$ cat config.mk
export PLATFORM = sky130hd
export DESIGN_NAME = pk_dbl_to_i32
export DESIGN_NICKNAME = d
export VERILOG_FILES = /design/src/rtl/pk_cvt_pkg.sv /design/src/rtl/dcvt_lane.sv /design/src/rtl/dcvt_merge.sv /design/src/rtl/dcvt_ctrl.sv /design/src/rtl/pk_dbl_to_i32.sv
export SDC_FILE = /design/constraint.sdc
export NUM_CORES = 1
export LEC_CHECK = 0
export BUFFER_PORTS_ARGS = -buffer_cell sky130_fd_sc_hd__buf_4
export CAP_MARGIN = 20
export CORE_ASPECT_RATIO = 1.4
export CORE_MARGIN = 2
export CORE_UTILIZATION = 35
export CTS_BUF_LIST = sky130_fd_sc_hd__clkbuf_4 sky130_fd_sc_hd__clkbuf_8
export DETAILED_ROUTE_END_ITERATION = 10
export PLACE_DENSITY_LB_ADDON = 0.2
export REMOVE_ABC_BUFFERS = 1
export SYNTH_ARGS = -nofsm -noshare
export SYNTH_HDL_FRONTEND = slang
export SYNTH_SLANG_ARGS = --single-unit
$ cat constraint.sdc
create_clock -name clk -period 1.9 [get_ports clk]
set_clock_uncertainty 0.2 [all_clocks]
set_input_delay 0 -clock clk [delete_from_list [all_inputs] [get_ports clk]]
set_output_delay 0 -clock clk [all_outputs]
set_load 0.02 [all_outputs]
$ cat src/rtl/pk_cvt_pkg.sv
package pk_cvt_pkg;
    parameter int DBL_W = 64;
    parameter int EXP_W = 11;
    parameter int FRC_W = 52;
    parameter int INT_W = 32;
    parameter int EXP_BIAS = 1023;

    localparam int MAN_W = FRC_W + 1;
    localparam int FX_W  = MAN_W + INT_W;
    localparam int SH_W  = $clog2(INT_W + 1);
    localparam logic [INT_W-1:0] INDEF = {1'b1, {(INT_W-1){1'b0}}};

    typedef enum logic [1:0] {
        RM_NEAR = 2'b00,
        RM_DOWN = 2'b01,
        RM_UP   = 2'b10,
        RM_ZERO = 2'b11
    } rmode_e;

    typedef enum logic [1:0] {
        ST_EMPTY = 2'b00,
        ST_FULL  = 2'b01,
        ST_TRAP  = 2'b10
    } cvt_state_e;
endpackage

$ cat src/rtl/dcvt_lane.sv
module dcvt_lane
    import pk_cvt_pkg::*;
(
    input  logic [DBL_W-1:0] dbl,
    input  rmode_e           rmode,
    output logic [INT_W-1:0] ival,
    output logic             lane_inv,
    output logic             lane_inexact
);
    logic             sgn;
    logic [EXP_W-1:0] expf;
    logic [FRC_W-1:0] frac;
    logic [MAN_W-1:0] mant;
    logic             is_special;
    logic             is_tiny;
    logic             too_big;
    logic             too_small;
    int               unb;
    logic [SH_W-1:0]  shamt;
    logic [FX_W-1:0]  fx;
    logic [INT_W-1:0] mag;
    logic             rbit;
    logic             sbit;
    logic             inc;
    logic [INT_W:0]   mag_r;
    logic             over;
    logic             raw_inexact;

    assign sgn  = dbl[DBL_W-1];
    assign expf = dbl[DBL_W-2 -: EXP_W];
    assign frac = dbl[FRC_W-1:0];
    assign mant = {1'b1, frac};

    // classification of the encoding
    always_comb begin
        is_special = &expf;
        is_tiny    = (expf == '0);
        unb        = int'(expf) - EXP_BIAS;
        too_big    = (unb >= INT_W);
        too_small  = (unb < -1);
        shamt      = SH_W'(unb + 1);
    end

    // alignment: integer part, round bit and sticky bit
    always_comb begin
        fx   = '0;
        mag  = '0;
        rbit = 1'b0;
        sbit = 1'b0;
        if (!is_special && !is_tiny && !too_big) begin
            if (too_small) begin
                sbit = 1'b1;
            end else begin
                fx   = FX_W'(mant) << shamt;
                mag  = fx[FX_W-1:MAN_W];
                rbit = fx[MAN_W-1];
                sbit = |fx[MAN_W-2:0];
            end
        end
    end

    // rounding increment selected by the rounding mode
    always_comb begin
        inc = 1'b0;
        unique case (rmode)
            RM_NEAR: inc = rbit & (sbit | mag[0]);
            RM_DOWN: inc = (rbit | sbit) & sgn;
            RM_UP:   inc = (rbit | sbit) & ~sgn;
            RM_ZERO: inc = 1'b0;
            default: inc = 1'b0;
        endcase
    end

    // range check after rounding and result selection
    always_comb begin
        mag_r = {1'b0, mag} + {{INT_W{1'b0}}, inc};
        if (sgn)
            over = mag_r[INT_W] | (mag_r[INT_W-1] & (|mag_r[INT_W-2:0]));
        else
            over = mag_r[INT_W] | mag_r[INT_W-1];
        lane_inv     = is_special | (~is_tiny & (too_big | over));
        raw_inexact  = is_tiny ? (|frac) : (rbit | sbit);
        lane_inexact = raw_inexact & ~lane_inv;
        if (lane_inv)
            ival = INDEF;
        else if (sgn)
            ival = -mag_r[INT_W-1:0];
        else
            ival = mag_r[INT_W-1:0];
    end
endmodule

$ cat src/rtl/dcvt_merge.sv
module dcvt_merge
    import pk_cvt_pkg::*;
#(
    parameter int N_LANES = 2
) (
    input  logic [N_LANES-1:0][INT_W-1:0] lane_val,
    input  logic [N_LANES-1:0]            lane_inv,
    input  logic [N_LANES-1:0]            lane_inexact,
    output logic [N_LANES*INT_W-1:0]      packed_res,
    output logic                          any_inv,
    output logic                          any_prec
);
    for (genvar g = 0; g < N_LANES; g++) begin : g_pack
        assign packed_res[g*INT_W +: INT_W] = lane_val[g];
    end

    assign any_inv  = |lane_inv;
    assign any_prec = |lane_inexact;
endmodule

$ cat src/rtl/dcvt_ctrl.sv
module dcvt_ctrl
    import pk_cvt_pkg::*;
(
    input  logic clk,
    input  logic rst_n,
    input  logic in_valid,
    input  logic out_ready,
    input  logic trap_req,
    output logic in_ready,
    output logic out_valid,
    output logic exc_strobe,
    output logic load_res,
    output logic load_flags
);
    cvt_state_e state_q;
    cvt_state_e state_d;
    logic       accept;

    assign accept = in_valid & in_ready;

    // state register
    always_ff @(posedge clk or negedge rst_n) begin
        if (!rst_n)
            state_q <= ST_EMPTY;
        else
            state_q <= state_d;
    end

    // next-state logic
    always_comb begin
        state_d = state_q;
        unique case (state_q)
            ST_EMPTY: begin
                if (in_valid)
                    state_d = trap_req ? ST_TRAP : ST_FULL;
            end
            ST_FULL: begin
                if (out_ready) begin
                    if (in_valid)
                        state_d = trap_req ? ST_TRAP : ST_FULL;
                    else
                        state_d = ST_EMPTY;
                end
            end
            ST_TRAP: state_d = ST_EMPTY;
            default: state_d = ST_EMPTY;
        endcase
    end

    // outputs
    always_comb begin
        in_ready   = 1'b0;
        out_valid  = 1'b0;
        exc_strobe = 1'b0;
        unique case (state_q)
            ST_EMPTY: in_ready = 1'b1;
            ST_FULL: begin
                in_ready  = out_ready;
                out_valid = 1'b1;
            end
            ST_TRAP:  exc_strobe = 1'b1;
            default:  in_ready = 1'b0;
        endcase
        load_flags = accept;
        load_res   = accept & ~trap_req;
    end
endmodule

$ cat src/rtl/pk_dbl_to_i32.sv
module pk_dbl_to_i32
    import pk_cvt_pkg::*;
#(
    parameter int N_LANES = 2
) (
    input  logic                       clk,
    input  logic                       rst_n,
    input  logic                       in_valid,
    output logic                       in_ready,
    input  logic [N_LANES*DBL_W-1:0]   in_opnd,
    input  logic [1:0]                 in_rmode,
    input  logic                       in_inv_mask,
    output logic                       out_valid,
    input  logic                       out_ready,
    output logic [N_LANES*INT_W-1:0]   out_result,
    output logic                       out_inv,
    output logic                       out_prec,
    output logic                       exc_strobe
);
    localparam int RES_W = N_LANES * INT_W;

    logic [N_LANES-1:0][INT_W-1:0] lane_val;
    logic [N_LANES-1:0]            lane_inv;
    logic [N_LANES-1:0]            lane_inexact;
    logic [RES_W-1:0]              res_d;
    logic                          inv_d;
    logic                          prec_d;
    logic                          trap_req;
    logic                          load_res;
    logic                          load_flags;
    logic [RES_W-1:0]              res_q;
    logic                          inv_q;
    logic                          prec_q;
    rmode_e                        rmode;

    assign rmode = rmode_e'(in_rmode);

    for (genvar g = 0; g < N_LANES; g++) begin : g_lane
        dcvt_lane u_lane (
            .dbl          (in_opnd[g*DBL_W +: DBL_W]),
            .rmode        (rmode),
            .ival         (lane_val[g]),
            .lane_inv     (lane_inv[g]),
            .lane_inexact (lane_inexact[g])
        );
    end

    dcvt_merge #(.N_LANES(N_LANES)) u_merge (
        .lane_val     (lane_val),
        .lane_inv     (lane_inv),
        .lane_inexact (lane_inexact),
        .packed_res   (res_d),
        .any_inv      (inv_d),
        .any_prec     (prec_d)
    );

    assign trap_req = inv_d & ~in_inv_mask;

    dcvt_ctrl u_ctrl (
        .clk        (clk),
        .rst_n      (rst_n),
        .in_valid   (in_valid),
        .out_ready  (out_ready),
        .trap_req   (trap_req),
        .in_ready   (in_ready),
        .out_valid  (out_valid),
        .exc_strobe (exc_strobe),
        .load_res   (load_res),
        .load_flags (load_flags)
    );

    always_ff @(posedge clk or negedge rst_n) begin
        if (!rst_n) begin
            res_q  <= '0;
            inv_q  <= 1'b0;
            prec_q <= 1'b0;
        end else begin
            if (load_res)
                res_q <= res_d;
            if (load_flags) begin
                inv_q  <= inv_d;
                prec_q <= prec_d;
            end
        end
    end

    assign out_result = res_q;
    assign out_inv    = inv_q;
    assign out_prec   = prec_q;
endmodule

### After elaboration in Yosys (flattened, before gate mapping)

Index checks and enable logic that the tools add are counted.

* muxes and demuxes: 30
* shift operators: 2
* multiply operators: 0
* div/mod/pow operators: 0
* bitwise operators: 35
* order comparisons: 4
* reduce and logical (&&, ||, !) cells: 25
* equality and inequality tests: 7
* add/subtract/negate cells: 8

Operator list (number)
* two-way mux 32 bit: 8
* OR reduction 52 bit: 4
* left shift 53 x 6 -> 85 bit: 2
* adder 32 x 1 -> 33 bit: 2
* negator 32 bit: 2
* OR reduction 31 bit: 2
* greater-or-equal comparator 12 x 7 -> 1 bit (second input constant): 2
* < comparator 12 x 1 -> 1 bit (second input constant): 2
* subtractor 11 x 10 -> 12 bit (second input constant): 2
* logical NOT 11 bit: 2
* AND reduction 11 bit: 2
* bitwise AND 1 bit: 15
* two-way mux 1 bit: 14
* adder 6 x 2 -> 6 bit (second input constant): 2
* OR 1 bit: 12
* two-way mux 2 bit: 4
* inverter 1 bit: 8
* case mux 1 bit (4 select lines): 2
* equality test 2 bit (second input constant): 3
* logical NOT 1 bit: 6
* equality test 2 x 1 -> 1 bit (second input constant): 2
* logical AND 1 bit: 4
* logical NOT 2 bit: 2
* != test 2 bit (second input constant): 2
* 4 further kinds: 5

* bits in writable memories: 0
* input port bits: 135
* output and inout bits: 69
* bits in latches: 0
* bits in read-only memories: 0
* register bits: 68
* memories: 0

### Longest topological paths before layout

Gate-level depths: netlist of the first run.

* depth after elaboration: 23
* mapped depth: 44
* mapped depth without buffers: 30

### Cells and area by module

Synthesis of the first run repeated with hierarchy kept, for this count alone.

* cell total of the unflattened synthesis: 2116
* area total of the unflattened synthesis: 18122.4 µm²

By module, submodules not included
* dcvt_lane (g_lane[0].u_lane): area each 7629.8 µm², times used 1, seq. area each 0.0 µm², cells each 940
* dcvt_lane (g_lane[1].u_lane): area each 7103.1 µm², times used 1, seq. area each 0.0 µm², cells each 958
* pk_dbl_to_i32: area each 2757.6 µm², times used 1, seq. area each 1651.6 µm², cells each 140
* dcvt_merge: area each 493.0 µm², times used 1, seq. area each 0.0 µm², cells each 66
* dcvt_ctrl: area each 138.9 µm², times used 1, seq. area each 50.0 µm², cells each 12

### Worst setup path before layout of the first run

OpenSTA, ideal clock, no wires.

* path kind: input to register
* from: input port in_opnd[52]
* to: register res_q[6], in the netlist out_result[6]
* library setup time: 0.125 ns
* buffers on the path: 11
* stages on the path: 38
* path slack: -6.712 ns
* required time: 1.575 ns
* data arrival time: 8.288 ns
* cells stage by stage: buf_4 buf_4 buf_2 buf_4 buf_2 inv_1 ha_1 buf_2 buf_2 buf_2 clkbuf_1 mux4_2 mux4_2 or4_1 or4_1 o21ai_0 o21ai_0 o41ai_1 [2 not listed] nand2_1 a21oi_1 ha_1 ha_1 nand2_1 nor3_1 o22ai_2 nor2b_1 mux2i_1 a21bo_2 or3_1 nor3b_1 a41o_1 a31oi_2 nor2_1 buf_4 buf_4 mux2_2

* cells in the longest elaborated chain, start to end: 21

Ends and longest elaborated chain
* from (decl): line pk_dbl_to_i32.sv:10 `input logic [N_LANES*DBL_W-1:0] in_opnd,`
* subtractor 11 x 10 -> 12 bit: line dcvt_lane.sv:38 `unb = int'(expf) - EXP_BIAS;`
* adder 6 x 2 -> 6 bit: line dcvt_lane.sv:41 `shamt = SH_W'(unb + 1);`
* left shift 53 x 6 -> 85 bit: line dcvt_lane.sv:54 `fx = FX_W'(mant) << shamt;`
* OR reduction 52 bit: line dcvt_lane.sv:57 `sbit = |fx[MAN_W-2:0];`
* two-way mux 1 bit: line dcvt_lane.sv:51 `if (too_small) begin`
* two-way mux 1 bit: line dcvt_lane.sv:50 `if (!is_special && !is_tiny && !too_big) begin`
* OR 1 bit, on equally long branches: line dcvt_lane.sv:67, dcvt_lane.sv:68, dcvt_lane.sv:66
* bitwise AND 1 bit, on equally long branches: line dcvt_lane.sv:68, dcvt_lane.sv:66, dcvt_lane.sv:67
* [5 not listed]
* two-way mux 1 bit: line dcvt_lane.sv:77 `if (sgn)`
* OR 1 bit: line dcvt_lane.sv:81 `lane_inv = is_special | (~is_tiny & (too_big | over));`
* bitwise AND 1 bit: line dcvt_lane.sv:81
* OR 1 bit: line dcvt_lane.sv:81
* OR reduction 2 bit: line dcvt_merge.sv:17 `assign any_inv = |lane_inv;`
* bitwise AND 1 bit: line pk_dbl_to_i32.sv:57 `assign trap_req = inv_d & ~in_inv_mask;`
* inverter 1 bit: line dcvt_ctrl.sv:65 `load_res = accept & ~trap_req;`
* bitwise AND 1 bit: line dcvt_ctrl.sv:65
* to (signal assigned): line pk_dbl_to_i32.sv:79 `res_q <= res_d;`
* to (decl): line pk_dbl_to_i32.sv:31 `logic [RES_W-1:0] res_q;`

Parallel ways exist; a longest one is shown, timed or not.
A chain may end at the register's enable or synchronous reset.

### Worst setup path in the final report of the first run

* from: input port in_opnd[52]
* to: register res_q[18], in the netlist out_result[18]

The elaborated chain is that of the path after synthesis.

==> results of run 1 <==
## worst max-delay path, delay by kind of cell
| family | cells | cell delay [ns] |
|---|---|---|
| AOI/OAI and AO/OA | 12 | 2.40 |
| adders and majority gates | 3 | 0.61 |
| buffers and inverters | 9 | 1.11 |
| muxes | 3 | 0.79 |
| and+or+nand+nor | 8 | 2.07 |
## worst paths after layout
kind | startpoint | to | slack [ns]
max reg2reg | u_ctrl.state_q[1]$_DFFE_PN0P_ | out_result[18]$_DFFE_PN0P_ | -0.08
min in group asynchronous | rst_n | out_result[6]$_DFFE_PN0P_ | 0.56
max in group asynchronous | rst_n | out_result[18]$_DFFE_PN0P_ | 0.48
max | in_opnd[52] | out_result[18]$_DFFE_PN0P_ | -5.04
min reg2reg | out_result[28]$_DFFE_PN0P_ | out_result[28]$_DFFE_PN0P_ | 0.29
min | in_opnd[127] | out_result[62]$_DFFE_PN0P_ | 0.08
## final cells by class
type / count / area [µm²] / area share, %
antenna: 1 / 2.50 / 0.00936
clock buffer: 13 / 166 / 0.623
clock inverter: 3 / 68.8 / 0.257
inverter: 29 / 119 / 0.445
multi-input combinational: 1728 / 14500 / 54.3
sequential: 68 / 1700 / 6.37
tap: 617 / 772 / 2.89
timing repair buffer: 1138 / 9380 / 35.1
## per-layer routing
| metal | wire length, µm | global-route usage, % | vias to the layer above |
|---|---|---|---|
| met5 | 0 | 0 | - |
| met4 | 2660 | 10.6 | 0 |
| met3 | 2940 | 1.90 | 119 |
| met2 | 38100 | 54.5 | 577 |
| met1 | 33400 | 41.2 | 10100 |
| li1 | - | - | 9703 |
## stage by stage
step           utilization [%]  instances  hold slack (ns)  power [µW]  setup slack [ns]
5_1_grt                   58.5       3597            0.112       15500             -5.26
3_5_place_dp              53.0       3498           -0.323       12000             -6.21
2_1_floorplan                -       1824           -0.496        6330             -9.23
4_1_cts                   57.6       3584           0.0952       14400             -5.00
3_3_place_gp              53.0       3498           -0.330       12000             -6.16
6_report                  58.5       3597           0.0815       14700             -5.04
## flip-flops by register name, indices dropped and copies added, names as in the netlist
register and cells:
out_result 64, u_ctrl.state_q 2, out_inv 1, out_prec 1
## where the power goes
group | total, µW | internal [µW] | switching (µW) | leakage (µW)
Sequential | 1720 | 1610 | 112 | 0.000921
Combinational | 11600 | 5880 | 5700 | 0.0110
Clock | 1430 | 843 | 588 | 0.000121
Total | 14700 | 8330 | 6400 | 0.0120
## placed cells by master (no fill, tap or decap), drive strengths merged, types with 11 or more instances in the layout
cell / n
clkbuf: 13
mux4: 116
a31oi: 16
nand3: 66
and4: 12
or4: 18
a211o: 11
or2: 19
a22oi: 19
nor3: 76
dfrtp: 68
ha: 16
mux2i: 134
o22ai: 16
nand2: 147
mux2: 64
o211ai: 21
nor2: 234
nand2b: 19
or3: 20
o31ai: 39
buf: 1128
xnor2: 72
a211oi: 25
and2: 20
xor2: 50
inv: 29
nor4: 61
a21o: 12
and3: 27
o21ai: 105
a21oi: 71
nand4: 45
## cell families after synthesis
| kind of cell | after synthesis | synth area share [%] |
|---|---|---|
| and+or+nand+nor | 809 | 25.8 |
| adders and majority gates | 16 | 1.24 |
| buffers and inverters | 182 | 5.46 |
| DFF | 68 | 10.6 |
| muxes | 314 | 29.0 |
| xor gates and xnor gates | 126 | 7.26 |
| AOI/OAI and AO/OA | 462 | 20.6 |
## what timing repair did
action | in CTS | in global routing
cloned | 19 | 0
setup buffers | 49 | 17
gates resized for setup | 236 | 76
hold endpoints to repair | 70 | 0
endpoints found under the setup margin | 68 | 68
hold buffers | 6 | 0
pin swaps | 29 | 23
==> results by group, run 1 <==
Die
  – Placeable core area: 0.0457 mm²
  – Die Y: 258 µm
  – Starting density of the core: 35.2%
  – Die area: 0.0478 mm²
  – Row Count: 93
  – Top-Level Pins: 204
  – Horizontal extent of the die: 185 µm

Yosys
  – Cell area after technology mapping: 0.0161 mm²
  – Post-synth EDFFs: 0
  – Average size of a mapped cell: 8.14 µm²
  – Most common flop cell mapped by yosys: sky130_fd_sc_hd__dfrtp_1
  – Largest cells by area after synthesis: sky130_fd_sc_hd__mux4_2 (16%), sky130_fd_sc_hd__dfrtp_1 (11%), sky130_fd_sc_hd__mux2i_1 (8.3%), sky130_fd_sc_hd__nor2_1 (5.4%), sky130_fd_sc_hd__xnor2_1 (3.9%)
  – Most repeated cell in the gate-level netlist after synthesis: sky130_fd_sc_hd__nor2_1
  – Most used standard cells in the synthesized netlist: sky130_fd_sc_hd__nor2_1 (232), sky130_fd_sc_hd__nand2_1 (146), sky130_fd_sc_hd__mux2i_1 (134)
  – Top-area cell type share of the netlist area: 16.2%
  – Part of the Yosys area used for sequential elements: 10.6%
  – Flops & latches, synth: 68
  – Cell taking the most area after synthesis: sky130_fd_sc_hd__mux4_2
  – Cell count after synthesis: 1977
  – Netlist cell types: 109
  – Syn. warnings: 0
  – Asr flop ratio synth: 100%

Critical path
  – Setup crit start kind: input pin
  – Crit-path slowest cell: sky130_fd_sc_hd__or4_4
  – Critical Path Max Stage Delay: 0.56 ns
  – Sort of element at the end of the critical path: register
  – Data required time at the worst endpoint: 1.95 ns
  – Highest fanout seen on the critical path: 7
  – Worst reg-to-reg path cell count: 7
  – CP arrival: 6.98 ns
  – Most prevalent standard cell on the critical path: sky130_fd_sc_hd__buf_12
  – Setup Crit Path Kind: input pin to register

Placed design
  – Half-perimeter wire length of the detailed placement result: 62.6 mm
  – Placer Congestion: 0.998
  – Port Buffers: 203
  – Placed cell area: 0.0242 mm²

Global route
  – First-pass GRT wire length: 118 mm
  – Total grt overflow: 0
  – Via count of the first global-routing pass: 20500
  – Total routing resource utilization after global routing: 31.4%
  – Pin count of the biggest net entering global routing: 54
  – Initial antenna violation count: 1

Timing
  – Hold violation total from the final report: 0
  – Final cycle utilization of the critical path: 365%
  – Setup repair after global routing missed its margin: yes
  – Transition time of the tightest slew-check pin: 0.896 ns
  – Highest achievable clock rate: 0.144 GHz
  – Worst-case setup margin in the final layout: -5.04 ns
  – Total negative slack for setup checks: -337.27 ns
  – Max transition margin: 39.7%
  – Final critical delay including setup and external delays: 6.94 ns
  – Number of max-slew violations in the final report: 0
  – Count of endpoints failing setup in the final report: 68

Clocking
  – CTS clk-pin slew, worst paths: 0.07 ns
  – Number of clock sinks: 68
  – Clock root cell: sky130_fd_sc_hd__clkbuf_8
  – Inserted Clock Buffers: 9
  – TritonCTS clock tree: yes
  – Later-pin clock latency in the skew report: 0.37 ns
  – H-tree levels: 3
  – Number of buffers on the longest clock path: 2

Worst hold path
  – Worst hold path depth: 4
  – Hold crit path type: input pin to register

Final layout
  – Net count, final: 3125
  – Share of cells above drive strength 1: 51.2%
  – Area Growth Syn to Fin: 66.0%
  – Final-layout fill cell count: 4203
  – Final non-filler cell area: 0.0267 mm²

Routing
  – Number of DRC markers after the initial detailed-route iteration: 1308
  – Average wire per standard cell: 21.4 µm
  – TritonRoute pass-1 iters: 6
  – Drt total wl: 77.1 mm
  – Via density: 5.69
  – DRC violations left: 0
  – Overall via count from detail_route: 20500
  – Number of routed nets with antenna violations: 0

Outcome
  – Violated checks: negative setup slack
  – Result of the run: finished, violations left

Pwr
  – Peak supply drop: 0.422 mV
  – Pwr per Cell Area: 551 mW/mm²
  – Static power due to leakage: 0.0120 µW

Job
  – # Max-Cap Violations: 0
Note: power is estimated with default switching activity, not from simulation.
==> inputs of run 2 (changes only) <==
--- a/config.mk
+++ b/config.mk
@@ -8,10 +8,10 @@
 export BUFFER_PORTS_ARGS = -buffer_cell sky130_fd_sc_hd__buf_4
 export CAP_MARGIN = 20
 export CORE_ASPECT_RATIO = 1.4
-export CORE_MARGIN = 2
 export CORE_UTILIZATION = 35
 export CTS_BUF_LIST = sky130_fd_sc_hd__clkbuf_4 sky130_fd_sc_hd__clkbuf_8
 export DETAILED_ROUTE_END_ITERATION = 10
+export HOLD_SLACK_MARGIN = 0.03
 export PLACE_DENSITY_LB_ADDON = 0.2
 export REMOVE_ABC_BUFFERS = 1
 export SYNTH_ARGS = -nofsm -noshare
==> constraint.sdc (replaced) <==
create_clock -name clk -period 1.9 [get_ports clk]
set_clock_uncertainty 0.2 [all_clocks]
set_input_delay 0 -clock clk [delete_from_list [all_inputs] [get_ports clk]]
set_output_delay 0 -clock clk [all_outputs]
set_load 0.05 [all_outputs]
==> run 2 against run 1 <==
The flow still finishes with violations (negative setup slack). Cell area is 2.1% lower. Sequential share of layout area is 0.14 points higher. Worst hold slack better by 0.00090 ns. Register-to-register slack worse by 0.03 ns. Worst setup slack better by 0.30 ns. Die area is 1.8% lower.
==> results by group, run 2 (synthesis results as in run 1) <==
Outcome
  – Result of the run: finished, violations left
  – Violated checks: negative setup slack

Pwr
  – Internal portion of total power: 7990 µW
  – Sw Ratio: 45.9%
  – Share of total power in the clock network: 8.7%
  – Static power due to leakage: 0.0117 µW
  – Pwr per Cell Area: 565 mW/mm²
  – Net load switching power: 6780 µW
  – Flop pwr share: 11.7%
  – Peak supply drop: 0.406 mV
  – Combinational fraction of design power: 79.6%

Routing
  – DRC violations left: 0
  – TritonRoute pass-1 iters: 6
  – Number of routed nets with antenna violations: 0
  – Drt total wl: 76.1 mm
  – Number of DRC markers after the initial detailed-route iteration: 1200
  – Via density: 5.72
  – Average wire per standard cell: 21.4 µm
  – Overall via count from detail_route: 20300

Placed design
  – Placed cell area: 0.0240 mm²
  – Half-perimeter wire length of the detailed placement result: 61.5 mm
  – Port Buffers: 203
  – Placer Congestion: 0.974

Global route
  – Pin count of the biggest net entering global routing: 56
  – Via count of the first global-routing pass: 20300
  – Total grt overflow: 0
  – Total routing resource utilization after global routing: 31.5%
  – First-pass GRT wire length: 117 mm
  – Initial antenna violation count: 1

Critical path
  – Sort of element at the end of the critical path: register
  – CP arrival: 6.71 ns
  – Setup Crit Path Kind: input pin to register
  – WP buf/inv: 7
  – Critical Path Max Stage Delay: 0.57 ns
  – Data required time at the worst endpoint: 1.98 ns
  – Source of the worst register-to-register timing path: u_ctrl.state_q[1]$_DFFE_PN0P_
  – CP top delay family: compound AO/OA/AOI/OAI gates
  – Setup crit start kind: input pin
  – Crit-path slowest cell: sky130_fd_sc_hd__or4_4
  – Crit path launch: in_opnd[52]
  – Most prevalent standard cell on the critical path: sky130_fd_sc_hd__ha_4
  – Highest fanout seen on the critical path: 8

Die
  – Die area: 0.0469 mm²
  – Top-Level Pins: 204
  – Placeable core area: 0.0452 mm²
  – Die Y: 256 µm
  – Starting density of the core: 35.6%
  – Horizontal extent of the die: 183 µm
  – Row Count: 92

Clocking
  – CTS clk-pin slew, worst paths: 0.08 ns
  – Number of clock sinks: 68
  – Number of buffers on the longest clock path: 2
  – Later-pin clock latency in the skew report: 0.37 ns
  – TritonCTS clock tree: yes
  – Clock root cell: sky130_fd_sc_hd__clkbuf_8
  – Inserted Clock Buffers: 9
  – H-tree levels: 3

Timing
  – Worst-case setup margin in the final layout: -4.73 ns
  – Number of max-slew violations in the final report: 0
  – Final cycle utilization of the critical path: 349%
  – Count of endpoints failing setup in the final report: 68
  – Setup repair after global routing missed its margin: yes
  – Final critical delay including setup and external delays: 6.63 ns
  – Hold Worst Slack: 0.0824 ns
  – Transition time of the tightest slew-check pin: 0.755 ns
  – Hold violation total from the final report: 0
  – Highest achievable clock rate: 0.151 GHz
  – Max transition margin: 49.4%

Final layout
  – Final non-filler cell area: 0.0262 mm²
  – Most common cell after layout, fill and taps aside: sky130_fd_sc_hd__buf_4
  – Area Growth Syn to Fin: 62.6%
  – Largest register FFs: 64
  – Net count, final: 3091
  – Highest-count cells in the layout ignoring fill and taps: sky130_fd_sc_hd__buf_4 (1039), sky130_fd_sc_hd__nor2_1 (227), sky130_fd_sc_hd__nand2_1 (143)
  – Share of cells above drive strength 1: 50.6%

Job
  – # Max-Cap Violations: 0

Worst hold path
  – Hold crit path type: input pin to register
  – Hold path start: in_opnd[127]
[run 2: cell count changes in the layout (fill, tap and decap cells not counted), sizes merged]
cell,delta
clkinv,-1
bufbuf,-1
buf,-40
bufinv,-1
nand2b,+1
clkinvlp,+2
nand2,+1
inv,+4
dlygate4sd3,+1
[run 2: power groups by stage]
stage                     clock network [µW]  logic [µW]  registers, µW
after floorplan                            0        4440           2270
after global placement                     0       10500           1730
after detailed placement                   0       10600           1730
after CTS                               1310       11300           1710
after global routing                    1350       12400           1740
final                                   1280       11800           1730
[run 2: per-stage QoR]
step	total power (µW)	setup slack [ns]	instances	TNS (ns)	util [%]
CTS	14300	-4.78	3529	-317.14	56.6
global route	15500	-4.96	3557	-332.08	57.9
detailed placement	12300	-5.80	3455	-388.11	53.0
global placement	12300	-5.77	3455	-385.94	53.0
finish	14800	-4.73	3557	-317.16	57.9
floorplan	6710	-9.23	1824	-583.43	-
[run 2: layout make-up]
type	instances	area, µm²
fillers	4155	19100
flip-flops and latches	68	1700
clock buffers	9	124
well taps	611	764
clock inverters	7	82.6
inverters	29	116
diodes	1	2.50
repair buffers	1102	8900
multi-input cells	1730	14500
[run 2: final timing paths]
check	end	slack, ns	cells past startpoint
max reg2reg	out_result[29]$_DFFE_PN0P_	-0.11	5
min in group asynchronous	out_result[7]$_DFFE_PN0P_	0.50	3
max	out_result[29]$_DFFE_PN0P_	-4.73	32
min reg2reg	out_inv$_DFFE_PN0P_	0.30	2
min	out_result[63]$_DFFE_PN0P_	0.08	4
max in group asynchronous	out_result[13]$_DFFE_PN0P_	0.62	3
[run 2: what timing repair did]
| item | 4_1_cts | 5_1_grt |
|---|---|---|
| gates cloned | 11 | 4 |
| buffers inserted | 40 | 26 |
| resized for setup | 199 | 70 |
| setup endpoints to repair | 68 | 68 |
| pin swaps | 36 | 28 |
| hold endpoints to repair | 73 | 0 |
| hold buffers | 7 | 0 |
[run 2: worst register-to-register path: cells and delay by family, from the launching register on]
| family | cells | cell delay [ns] |
|---|---|---|
| and+or+nand+nor | 2 | 0.35 |
| buffers and inverters | 1 | 0.35 |
| DFF | 1 | 0.43 |
| AOI/OAI and AO/OA | 2 | 0.57 |
[run 2: metal layers]
metal | GRT usage (%) | part of all wire, % | wire length [µm]
met1 | 41.0 | 43 | 32600
met3 | 1.57 | 4.0 | 3020
met2 | 54.3 | 49 | 37300
met5 | 0 | 0 | 0
met4 | 12.5 | 4.1 | 3120
==> inputs of run 3 (changes only) <==
--- a/config.mk
+++ b/config.mk
@@ -5,12 +5,12 @@
 export SDC_FILE = /design/constraint.sdc
 export NUM_CORES = 1
 export LEC_CHECK = 0
-export BUFFER_PORTS_ARGS = -buffer_cell sky130_fd_sc_hd__buf_4
 export CAP_MARGIN = 20
 export CORE_ASPECT_RATIO = 1.4
 export CORE_UTILIZATION = 35
 export CTS_BUF_LIST = sky130_fd_sc_hd__clkbuf_4 sky130_fd_sc_hd__clkbuf_8
 export DETAILED_ROUTE_END_ITERATION = 10
+export DONT_BUFFER_PORTS = 1
 export HOLD_SLACK_MARGIN = 0.03
 export PLACE_DENSITY_LB_ADDON = 0.2
 export REMOVE_ABC_BUFFERS = 1
==> run 3 against run 2 <==
The flow still finishes with violations (negative setup slack). Core utilization is 4.2 points lower. Combinational power is 11% lower. Flip-flop and latch count stayed put. Worst setup slack better by 0.0063 ns. Die area stayed put. Worst hold slack worse by 0.018 ns. Wire length is 4.7% lower. Sequential power is 25% higher. Cell area is 7.3% lower. Sequential share of layout area is 0.51 points higher. Cell count is 7.2% lower. Global-route usage is 1.2 points lower. Critical path type unchanged. Critical endpoint is now out_result[23]$_DFFE_PN0P_. Highest routed layer unchanged.
==> results by group, run 3 (synthesis results as in run 1) <==
Final layout
  – Share of cells above drive strength 1: 46.3%
  – Number of standard cells in the layout, taps in and fillers out: 3301
  – Final non-filler cell area: 0.0243 mm²
  – Area taken by multi-input logic gates: 0.0146 mm²
  – Highest-count cells in the layout ignoring fill and taps: sky130_fd_sc_hd__buf_4 (793), sky130_fd_sc_hd__nor2_1 (225), sky130_fd_sc_hd__nand2_1 (140)
  – Final-layout fill cell count: 4349
  – Area Growth Syn to Fin: 50.8%
  – Area taken by flip-flops and latches: 0.00170 mm²
  – Largest register FFs: 64
  – Net count, final: 2835
  – Most common cell after layout, fill and taps aside: sky130_fd_sc_hd__buf_4
  – Final cell utilization of the core: 53.6%

Placed design
  – Placer Congestion: 0.987
  – Total placed cells including tap cells: 3214
  – Port Buffers: 0
  – Half-perimeter wire length of the detailed placement result: 59.2 mm
  – Placed cell area: 0.0222 mm²

Timing
  – Setup repair after global routing missed its margin: yes
  – Max transition margin: 29.9%
  – Final cycle utilization of the critical path: 349%
  – Hold violation total from the final report: 0
  – Final critical delay including setup and external delays: 6.63 ns
  – Highest achievable clock rate: 0.151 GHz
  – Transition time of the tightest slew-check pin: 1.05 ns
  – Count of endpoints failing setup in the final report: 68
  – Number of max-slew violations in the final report: 0
  – Worst-case setup margin in the final layout: -4.73 ns

Clocking
  – TritonCTS clock tree: yes
  – Number of clock sinks: 68
  – Later-pin clock latency in the skew report: 0.36 ns
  – CTS clk-pin slew, worst paths: 0.08 ns
  – H-tree levels: 3
  – Inserted Clock Buffers: 9
  – Clock root cell: sky130_fd_sc_hd__clkbuf_8
  – Number of buffers on the longest clock path: 2

Critical path
  – CP top delay family: compound AO/OA/AOI/OAI gates
  – Highest fanout seen on the critical path: 67
  – Critical Path Max Stage Delay: 0.57 ns
  – Most prevalent standard cell on the critical path: sky130_fd_sc_hd__ha_4
  – Crit-path slowest cell: sky130_fd_sc_hd__or4_4
  – CP arrival: 6.67 ns
  – Setup crit start kind: input pin
  – WP buf/inv: 5
  – Sort of element at the end of the critical path: register
  – Setup Crit Path Kind: input pin to register
  – Data required time at the worst endpoint: 1.94 ns

Job
  – # Max-Cap Violations: 0

Outcome
  – Violated checks: negative setup slack
  – Result of the run: finished, violations left

Routing
  – Average wire per standard cell: 22.0 µm
  – Via density: 5.84
  – DRC violations left: 0
  – TritonRoute pass-1 iters: 7
  – Number of routed nets with antenna violations: 0
  – Drt total wl: 72.6 mm
  – Overall via count from detail_route: 19300
  – Number of DRC markers after the initial detailed-route iteration: 1228

Global route
  – Total grt overflow: 0
  – Via count of the first global-routing pass: 19400
  – Pin count of the biggest net entering global routing: 69
  – Initial antenna violation count: 1
  – First-pass GRT wire length: 112 mm
  – Total routing resource utilization after global routing: 30.3%

Die
  – Top-Level Pins: 204
  – Placeable core area: 0.0452 mm²
  – Starting density of the core: 35.6%
  – Die area: 0.0469 mm²
  – Die Y: 256 µm
  – Row Count: 92
  – Horizontal extent of the die: 183 µm

Worst hold path
  – Hold crit path type: input pin to register

Pwr
  – Static power due to leakage: 0.0105 µW
  – Peak supply drop: 0.442 mV
  – Pwr per Cell Area: 565 mW/mm²
## run 3: cell count changes in the layout (fill, tap and decap cells not counted), sizes merged
cell,change
buf,-253
inv,-4
clkbuf,-2
clkinv,+2
clkinvlp,+2
bufinv,-1
diode,+1
nand2b,-1
## run 3: worst paths after layout
path / cells past startpoint / from / to / slack, ns
max: 30 / in_opnd[52] / out_result[23]$_DFFE_PN0P_ / -4.73
min: 7 / in_opnd[56] / out_prec$_DFFE_PN0P_ / 0.06
max reg2reg: 6 / u_ctrl.state_q[1]$_DFFE_PN0P_ / out_result[23]$_DFFE_PN0P_ / -0.05
min reg2reg: 2 / out_result[46]$_DFFE_PN0P_ / out_result[46]$_DFFE_PN0P_ / 0.30
max in group asynchronous: 3 / rst_n / out_result[36]$_DFFE_PN0P_ / 0.68
min in group asynchronous: 3 / rst_n / out_result[12]$_DFFE_PN0P_ / 0.50
## run 3: layout make-up
| cell class | instances | area share (%) |
|---|---|---|
| timing repair buffer | 847 | 28.5 |
| tap | 611 | 3.15 |
| clock buffer | 9 | 0.510 |
| sequential | 68 | 7.01 |
| inverter | 29 | 0.474 |
| clock inverter | 6 | 0.170 |
| antenna | 2 | 0.0206 |
| multi-input combinational | 1729 | 60.1 |
## run 3: worst reg2reg max path, cell delays in order, from the launching register on
cell and delay [ns]:
sky130_fd_sc_hd__dfrtp_1 0.43, sky130_fd_sc_hd__a21oi_1 0.19, sky130_fd_sc_hd__nand2_1 0.19, sky130_fd_sc_hd__nor2_4 0.20, sky130_fd_sc_hd__buf_12 0.16, sky130_fd_sc_hd__clkbuf_16 0.17, sky130_fd_sc_hd__mux2_4 0.30
## run 3: metal layers
metal  GRT usage (%)  up-vias  part of all wire (%)
met5               0        -                     0
met4            9.54        0                   3.2
met3            3.19      101                   4.7
met2            52.6      611                    49
met1            39.0     9468                    43
li1                -     9099                     -
## run 3: metrics by stage
stage,setup WS [ns],TNS (ns),power (µW),hold slack [ns]
floorplan,-9.23,-583.43,6710,-0.496
global placement,-5.65,-377.63,11500,-0.493
detailed placement,-5.61,-374.37,11600,-0.492
CTS,-4.62,-306.83,13300,-0.343
global route,-4.93,-329.11,14400,0.0988
finish,-4.73,-316.02,13700,0.0641
## run 3: timing repair
item | CTS | global route
pin swaps | 43 | 30
setup endpoints to repair | 68 | 68
gates resized for setup | 171 | 90
hold buffers | 7 | 2
gates cloned | 11 | 2
hold endpoints to repair | 134 | 31
setup buffers | 32 | 20
## run 3: power by group
| part | switching [µW] | internal, µW |
|---|---|---|
| clock | 592 | 465 |
| combinational | 5170 | 5310 |
| sequential | 575 | 1600 |
